<file path="src/rtl/muldiv_pkg.sv">
package muldiv_pkg;

    typedef enum logic [1:0] {
        ST_IDLE = 2'd0,
        ST_RUN  = 2'd1,
        ST_FIX  = 2'd2
    } md_state_e;

    // op[1] selects divide, op[0] selects unsigned
    localparam int OP_DIV_BIT = 1;
    localparam int OP_UNS_BIT = 0;

endpackage

</file>
<file path="src/rtl/md_mul_step.sv">
module md_mul_step #(
    parameter int W = 32
) (
    input  logic [W-1:0] hi_i,
    input  logic [W-1:0] lo_i,
    input  logic [W-1:0] mcand_i,
    output logic [W-1:0] hi_o,
    output logic [W-1:0] lo_o
);
    logic [W:0] sum;

    always_comb begin
        sum  = {1'b0, hi_i} + (lo_i[0] ? {1'b0, mcand_i} : '0);
        hi_o = sum[W:1];
        lo_o = {sum[0], lo_i[W-1:1]};
    end
endmodule

</file>
<file path="src/rtl/md_div_step.sv">
module md_div_step #(
    parameter int W = 32
) (
    input  logic [W-1:0] hi_i,
    input  logic [W-1:0] lo_i,
    input  logic [W-1:0] dvs_i,
    output logic [W-1:0] hi_o,
    output logic [W-1:0] lo_o
);
    logic [W:0] shifted;
    logic       fits;

    always_comb begin
        shifted = {hi_i, lo_i[W-1]};
        fits    = shifted >= {1'b0, dvs_i};
        hi_o    = fits ? W'(shifted - {1'b0, dvs_i}) : shifted[W-1:0];
        lo_o    = {lo_i[W-2:0], fits};
    end
endmodule

</file>
<file path="src/rtl/md_sign_fix.sv">
module md_sign_fix #(
    parameter int W = 32
) (
    input  logic         is_div_i,
    input  logic         neg_res_i,
    input  logic         neg_rem_i,
    input  logic         zero_dvs_i,
    input  logic [W-1:0] hi_i,
    input  logic [W-1:0] lo_i,
    output logic [W-1:0] hi_o,
    output logic [W-1:0] lo_o
);
    localparam int W2 = 2 * W;

    logic [W2-1:0] prod;

    always_comb begin
        prod = {hi_i, lo_i};
        if (!is_div_i) begin
            if (neg_res_i) prod = -prod;
            hi_o = prod[W2-1:W];
            lo_o = prod[W-1:0];
        end else begin
            hi_o = neg_rem_i ? -hi_i : hi_i;
            if (zero_dvs_i)     lo_o = '1;
            else if (neg_res_i) lo_o = -lo_i;
            else                lo_o = lo_i;
        end
    end
endmodule

</file>
<file path="src/rtl/muldiv_unit.sv">
module muldiv_unit
    import muldiv_pkg::*;
#(
    parameter int W = 32
) (
    input  logic         clk,
    input  logic         rst_n,
    input  logic         start,
    input  logic [1:0]   op,
    input  logic [W-1:0] opa,
    input  logic [W-1:0] opb,
    input  logic         rd_hi,
    input  logic         rd_lo,
    input  logic         ld_hi,
    input  logic         ld_lo,
    output logic [W-1:0] rd_data,
    output logic         stall,
    output logic         busy,
    output logic         done,
    output logic         start_err
);
    localparam int CW = $clog2(W);
    localparam logic [CW-1:0] LAST_ITER = CW'(W - 1);

    typedef struct packed {
        md_state_e     st;
        logic [CW-1:0] cnt;
        logic          is_div;
        logic          neg_res;
        logic          neg_rem;
        logic          zero_dvs;
        logic [W-1:0]  dvs;
        logic [W-1:0]  hi;
        logic [W-1:0]  lo;
        logic          done;
        logic          err;
    } md_regs_t;

    md_regs_t q, d;

    logic         sgn_op, a_neg, b_neg;
    logic [W-1:0] a_mag, b_mag;
    logic [W-1:0] mul_hi, mul_lo, div_hi, div_lo, fix_hi, fix_lo;

    md_mul_step #(.W(W)) u_mul (
        .hi_i(q.hi), .lo_i(q.lo), .mcand_i(q.dvs),
        .hi_o(mul_hi), .lo_o(mul_lo)
    );

    md_div_step #(.W(W)) u_div (
        .hi_i(q.hi), .lo_i(q.lo), .dvs_i(q.dvs),
        .hi_o(div_hi), .lo_o(div_lo)
    );

    md_sign_fix #(.W(W)) u_fix (
        .is_div_i(q.is_div), .neg_res_i(q.neg_res), .neg_rem_i(q.neg_rem),
        .zero_dvs_i(q.zero_dvs), .hi_i(q.hi), .lo_i(q.lo),
        .hi_o(fix_hi), .lo_o(fix_lo)
    );

    always_comb begin
        sgn_op = ~op[OP_UNS_BIT];
        a_neg  = sgn_op & opa[W-1];
        b_neg  = sgn_op & opb[W-1];
        a_mag  = a_neg ? -opa : opa;
        b_mag  = b_neg ? -opb : opb;

        d      = q;
        d.done = 1'b0;
        d.err  = 1'b0;
        unique case (q.st)
            ST_IDLE: begin
                if (start) begin
                    d.st       = ST_RUN;
                    d.cnt      = '0;
                    d.is_div   = op[OP_DIV_BIT];
                    d.neg_res  = a_neg ^ b_neg;
                    d.neg_rem  = a_neg;
                    d.zero_dvs = (opb == '0);
                    d.hi       = '0;
                    d.lo       = op[OP_DIV_BIT] ? a_mag : b_mag;
                    d.dvs      = op[OP_DIV_BIT] ? b_mag : a_mag;
                end else begin
                    if (ld_hi) d.hi = opa;
                    if (ld_lo) d.lo = opa;
                end
            end
            ST_RUN: begin
                d.hi  = q.is_div ? div_hi : mul_hi;
                d.lo  = q.is_div ? div_lo : mul_lo;
                d.cnt = q.cnt + 1'b1;
                if (q.cnt == LAST_ITER) d.st = ST_FIX;
                d.err = start;
            end
            ST_FIX: begin
                d.hi   = fix_hi;
                d.lo   = fix_lo;
                d.st   = ST_IDLE;
                d.done = 1'b1;
                d.err  = start;
            end
            default: d.st = ST_IDLE;
        endcase
    end

    always_ff @(posedge clk) begin
        if (!rst_n) q <= '0;
        else        q <= d;
    end

    assign busy      = (q.st != ST_IDLE);
    assign done      = q.done;
    assign start_err = q.err;
    assign rd_data   = rd_hi ? q.hi : q.lo;
    assign stall     = (rd_hi | rd_lo) & busy;

endmodule

</file>
<file path="config.mk">
export PLATFORM = sky130hd
export DESIGN_NAME = muldiv_unit
export DESIGN_NICKNAME = d
export VERILOG_FILES = /design/src/rtl/muldiv_pkg.sv /design/src/rtl/md_mul_step.sv /design/src/rtl/md_div_step.sv /design/src/rtl/md_sign_fix.sv /design/src/rtl/muldiv_unit.sv
export SDC_FILE = /design/constraint.sdc
export NUM_CORES = 1
export LEC_CHECK = 0
export CAP_MARGIN = 20
export CELL_PAD_IN_SITES_DETAIL_PLACEMENT = 0
export CELL_PAD_IN_SITES_GLOBAL_PLACEMENT = 2
export CORE_UTILIZATION = 30
export CTS_CLUSTER_SIZE = 14
export DETAILED_ROUTE_END_ITERATION = 12
export PLACE_DENSITY_LB_ADDON = 0.15
export SLEW_MARGIN = 5
export SYNTH_ARGS = -nofsm -noshare
export SYNTH_HDL_FRONTEND = slang
export SYNTH_HIERARCHICAL = 1
export SYNTH_SLANG_ARGS = --single-unit
</file>
<file path="constraint.sdc">
create_clock -name clk -period 5.05 [get_ports clk]
set_clock_uncertainty 0.05 [all_clocks]
set_input_delay 0.7575 -clock clk [delete_from_list [all_inputs] [get_ports clk]]
set_output_delay 0.7575 -clock clk [all_outputs]
set_load 0.05 [all_outputs]
</file>
## After elaboration in Yosys (flattened, before gate mapping)

Index checks and enable logic that the tools add are counted.

| cells by class | value |
|---|---|
| add/subtract/negate cells | 8 |
| magnitude comparators | 1 |
| equality and inequality tests | 10 |
| mux-type cells | 24 |
| bitwise logic cells | 6 |
| reduce and logical (&&, ||, !) cells | 12 |

Operators by type and width:

| operator | count |
|---|---|
| 32-bit 2-to-1 mux | 16 |
| 64-bit case mux with 3 select lines | 1 |
| 64-bit 2-to-1 mux | 2 |
| 32-bit negator | 4 |
| 64-bit negator | 1 |
| 43-bit 2-to-1 mux | 1 |
| 32-bit by 32-bit adder with 33-bit output | 1 |
| 33-bit by 32-bit >= comparator with 1-bit output | 1 |
| 32-bit zero test | 1 |
| 32-bit subtractor | 1 |
| 3-bit inequality test, second input constant | 5 |
| 5-bit case mux with 2 select lines | 1 |
| 2-bit AND reduction | 4 |
| 4-bit AND reduction | 2 |
| 5-bit by 1-bit adder with 5-bit output, second input constant | 1 |
| 5-bit == test, second input constant | 1 |
| 2-bit inequality test, second input constant | 2 |
| 2-bit case mux with 2 select lines | 1 |
| 2-bit nonzero test | 2 |
| 1-bit AND | 3 |
| 3-bit nonzero test | 1 |
| 2-bit by 1-bit == test with 1-bit output, second input constant | 1 |
| 2-bit == test, second input constant | 1 |
| 2-bit zero test | 1 |
| other kinds (6) | 6 |

| word-level totals | value |
|---|---|
| flip-flop bits (word level) | 109 |
| bits of input ports | 73 |
| output and inout port bits | 36 |

## Longest topological paths before layout

| logic depth | value |
|---|---|
| depth after elaboration | 6 |
| gate-level depth with buffers | 19 |
| gate-level depth less buffers | 16 |

## Hierarchy

Netlist, hierarchy kept.

Modules (own cells, without submodules):

| module | instances | cells an instance | area each (sq um) | sequential area each (sq um) |
|---|---|---|---|---|
| muldiv_unit | 1 | 1,114 | 8,525.7 | 2,182.1 |
| md_div_step | 1 | 355 | 2,571.2 | 0.0 |
| md_mul_step | 1 | 281 | 2,057.0 | 0.0 |
| md_sign_fix | 1 | 312 | 1,984.4 | 0.0 |

## Least setup slack after synthesis

Ideal clock, no wire load.

| timing path | value |
|---|---|
| kind | reg-to-reg |
| from | register q[43] (netlist name) |
| to | register q[60] (netlist name) |
| setup time | 115 ps |
| arrival time | 3,527 ps |
| setup slack | 1,358 ps |
| stages on the path, launching flop included | 19 |
| buffers on the path | 3 |
| clock period less this slack | 3,692 ps |
| cell sequence | dfxtp_1 ha_1 clkbuf_1 nand4_1 a211oi_1 or3_4 nor4b_4 o21ai_2 a31oi_4 o21a_4 inv_2 buf_6 buf_12 mux2_4 mux2_2 a22o_1 a21oi_1 o21ai_0 and2_1 |

| between the ends | value |
|---|---|
| longest elaborated chain between the ends | 4 |

RTL lines:

| what | line | source |
|---|---|---|
| from (decl) | muldiv_unit.sv:39 | `md_regs_t q, d;` |
| from (signal assigned) | muldiv_unit.sv:107 | `if (!rst_n) q <= '0;` |
| from (signal assigned) | muldiv_unit.sv:108 | `else q <= d;` |
| 33-bit by 32-bit >= comparator with 1-bit output | md_div_step.sv:15 | `fits = shifted >= {1'b0, dvs_i};` |
| named net u_div.fits | md_div_step.sv:11 | `logic fits;` |
| 32-bit 2-to-1 mux | md_div_step.sv:16 | `hi_o = fits ? W'(shifted - {1'b0, dvs_i}) : shifted[W-1:0];` |
| named net div_hi[26] | muldiv_unit.sv:43 | `logic [W-1:0] mul_hi, mul_lo, div_hi, div_lo, fix_hi, fix_lo;` |
| 32-bit 2-to-1 mux | muldiv_unit.sv:89 | `d.hi = q.is_div ? div_hi : mul_hi;` |
| 64-bit case mux with 3 select lines | muldiv_unit.sv:71 | `unique case (q.st)` |

The timed path passes the listed nets, and every way through them passes these cells. The select of a mux whose other input is x is not followed.
A chain may end at the register's enable or synchronous reset.

## Worst setup path in the final report

| timing path | value |
|---|---|
| from | register q[76] (netlist name) |
| to | register q[50] (netlist name) |

| between the ends | value |
|---|---|
| longest elaborated chain between the ends | 4 |

RTL lines:

| what | line |
|---|---|
| 33-bit by 32-bit >= comparator with 1-bit output | md_div_step.sv:15 |
| named net div_lo[0] | muldiv_unit.sv:43 |
| 32-bit 2-to-1 mux | md_div_step.sv:16 |
| named net div_hi[16] | muldiv_unit.sv:43 |
| 32-bit 2-to-1 mux | muldiv_unit.sv:89 |
| 64-bit case mux with 3 select lines | muldiv_unit.sv:71 |

The timed path passes the listed nets, and every way through them passes these cells.

==> flow_metrics.tcl <==
set metrics [dict create \
    clk_pin_slew_ps 80 \
    maxCapViolations 0 \
    top_layer_used "met4" \
    yosysTopAreaCell "dfxtp_1" \
    num_rows 81 \
    io_pins 109 \
    drv_slew 0 \
    p_total_mw 4.73 \
    cp_data_arrival_time_ps 4870 \
    cpMostUsedCell "mux2_2" \
    critical_path_class "flip-flop to flip-flop" \
    nets 2210 \
    cp.required_ps 5290 \
    cts_buffers 9 \
    finalSetupViolations 0 \
    startpoint_type "flip-flop" \
    wire_per_inst_um 27.9 \
    grt_pass1_wl_um 109000 \
    p_comb_frac 0.585 \
    routed-wl-met2_um 34800 \
    outcome "finished clean" \
    irDropWorstVdd_v 0.000174 \
    syn_inst 2062 \
    area_growth_pct 12.0 \
    clock_path_buffers 2 \
    place_congestion 0.928 \
    ys_seq_area_frac 0.144 \
    synth-warning-count 6 \
    final_area_mm2 0.0170 \
    cts-root-buf "clkbuf_16" \
    fmax_mhz 216 \
    die_w_um 227 \
    cts_tree "built" \
    setup_tns_ps 0 \
    leakage_nw 6.80 \
    cpLargestDelayFamily "compound AO/OA/AOI/OAI gates" \
    firstDrtPassIters 5 \
    track_usage 0.295 \
    drc 0 \
    hold_path_class "flip-flop to flip-flop" \
    drt-vias-per-instance 5.92 \
    fin_crit_ps 4630 \
    powerDensity_mw_per_mm2 279 \
    syn-mean-instance-area_um2 7.34 \
    critical_path_buf_inv_count 2 \
    cts_sinks 109 \
    p_seq_frac 0.240 \
    grt_max_degree 65 \
    hold_viol 0 \
    synth_top_area_share 0.144 \
    p_sw_mw 2.32 \
    ys_ff_latch 109 \
    netSwitchingFraction 0.490 \
    cts.repair.resized 0 \
    max_stage_delay_ps 640 \
    grt_pass1_vias 15400 \
    finish.utilization 0.343 \
    async_flop_share 0 \
    cts_max_level 3 \
    finalWorstSetupSlack_ps 419 \
    synth_edf_count 0 \
    grt_antenna_before_repair 3 \
    syn_nets 2210 \
    drtIter0Drc 1672 \
    post-route-period-util 0.917 \
    portBuffers 108 \
    num_vias 16200 \
    slew_headroom 0.330 \
    ant_nets 0 \
    tightest_slew_ps 991 \
    path_cells "inv_1, ha_1, nand4_1, nor3_1, o211ai_1, nor4b_4, o21ai_2, a31oi_4, o21a_4, inv_2, mux2_2, mux2_2, a22o_1, a21oi_1, o21ai_0, and2_1" \
    wl_met3_um 4110 \
    ys_types 94 \
    pre_cts_slack_ps 482 \
    met1_length_um 33700 \
    drt-total-wl_um 76300 \
    rsz0062_at_grt "no" \
    crit_slowest_cell "inv_2" \
    layout-drive-gt1-share 0.131 \
    clkLatencyLatePin_ps 400 \
    cp-end-kind "flip-flop" \
    post-cts-setup-buffer-count 0 \
    dieHeight_um 227 \
    clkPwrFrac 0.175 \
    ys.flop_type "dfxtp_1" \
    p_int_mw 2.41 \
    postCtsHoldBufs 0 \
    start_util 0.307 \
    dieArea_mm2 0.0514 \
    overflow 0 \
    placed_area_mm2 0.0166 \
    core_mm2 0.0494 \
    hpwlAfterDp_um 60300 \
    synth_area_leaders "dfxtp_1, mux2_2, nand2_1" \
    syn-cell-area_mm2 0.0151 \
    path_max_fanout 29 \
]
state kept, by name, summed over array words and instances (netlist names):
signal,count
done,1
start_err,1
q,107
cells in the final DEF, fill, tap and decap left out, types with 14 or more instances in the layout:
master,synthesis,layout
nand2_1,260,260
a21oi_1,186,186
mux2_2,118,118
dfxtp_1,109,108
clkdlybuf4s50_1,0,107
xor2_1,90,90
nor2_1,89,89
o21ai_0,87,87
xnor2_1,84,84
buf_4,63,74
ha_1,73,70
inv_1,66,66
and2_1,57,57
nor2b_1,53,53
nor3_1,51,51
a31oi_1,44,44
nor4_1,34,34
nand3_1,33,33
a21o_1,29,29
a22oi_1,25,25
a22o_1,24,24
mux2i_1,23,23
nand4_1,23,23
o31ai_1,23,23
nor3b_1,19,19
or4_1,18,18
a211oi_1,18,18
o211ai_1,17,17
and3_1,14,14
final timing paths:
kind / from / endpoint / slack (ps) / cells after the start
max: q[76] / q[50] / 420 / 16
min: q[86] / q[86] / 410 / 2
max reg2reg: q[76] / q[50] / 420 / 16
min reg2reg: q[86] / q[86] / 410 / 2
synth_stat cells, types with 18 or more instances:
cell type and n:
nor3_1 51, nor3b_1 19, a211oi_1 18, mux2i_1 23
nor4_1 34, mux2_2 118, nor2b_1 53, dfxtp_1 109
buf_4 63, nand2_1 260, a31oi_1 44, clkbuf_1 114
a22oi_1 25, a21o_1 29, o21ai_0 87, ha_1 73
and2_1 57, or4_1 18, xor2_1 90, a21oi_1 186
nand4_1 23, nand3_1 33, o31ai_1 23, xnor2_1 84
nor2_1 89, a22o_1 24, inv_1 66
kinds of logic (layout without fill, tap and decap cells):
| group | after synthesis | after routing | synth area share |
|---|---|---|---|
| XOR/XNOR | 174 | 174 | 0.101 |
| multiplexers | 150 | 150 | 0.112 |
| buffers and inverters | 261 | 266 | 0.0823 |
| flip-flops | 109 | 109 | 0.144 |
| AO/OA/AOI/OAI | 591 | 591 | 0.261 |
| AND/OR/NAND/NOR | 702 | 702 | 0.237 |
| other | 0 | 1 | 0 |
| adder cells (fa/ha/maj) | 75 | 75 | 0.0630 |
worst register-to-register path: stages (launching register included):
cell	delay, ps
dfxtp_1	360
inv_1	50
ha_1	400
nand4_1	230
nor3_1	530
o211ai_1	210
nor4b_4	200
o21ai_2	170
a31oi_4	120
o21a_4	280
inv_2	640
mux2_2	420
mux2_2	260
a22o_1	180
a21oi_1	140
o21ai_0	80
and2_1	190
metrics by stage:
step | std cells | hold WS [ps]
3_3_place_gp | 2715 | 391
3_5_place_dp | 2715 | 398
5_1_grt | 2731 | 428
4_1_cts | 2731 | 409
6_report | 2732 | 410
2_1_floorplan | 2062 | 377
power groups by stage:
stage,Combinational [mW],Clock (mW),Sequential [mW]
after floorplan,1.90,0,1.09
after global placement,2.74,0,1.15
after detailed placement,2.72,0,1.15
after CTS,2.73,0.847,1.13
after global routing,2.94,0.874,1.14
final,2.77,0.829,1.14
cell type report:
type	instances	area, um^2
inverters	68	255
multi-input cells	1692	11700
clock inverters	7	80.1
repair buffers	182	1630
clock buffers	9	225
diodes	1	2.50
fillers	5391	32400
flip-flops and latches	109	2190
well taps	664	831
layer usage:
layer  GRT usage  vias up
met2       0.473      595
met5           0        -
met1       0.392     8022
met4       0.140        0
met3      0.0329      108
li1            -     7453
Note: power is estimated with default switching activity, not from simulation.
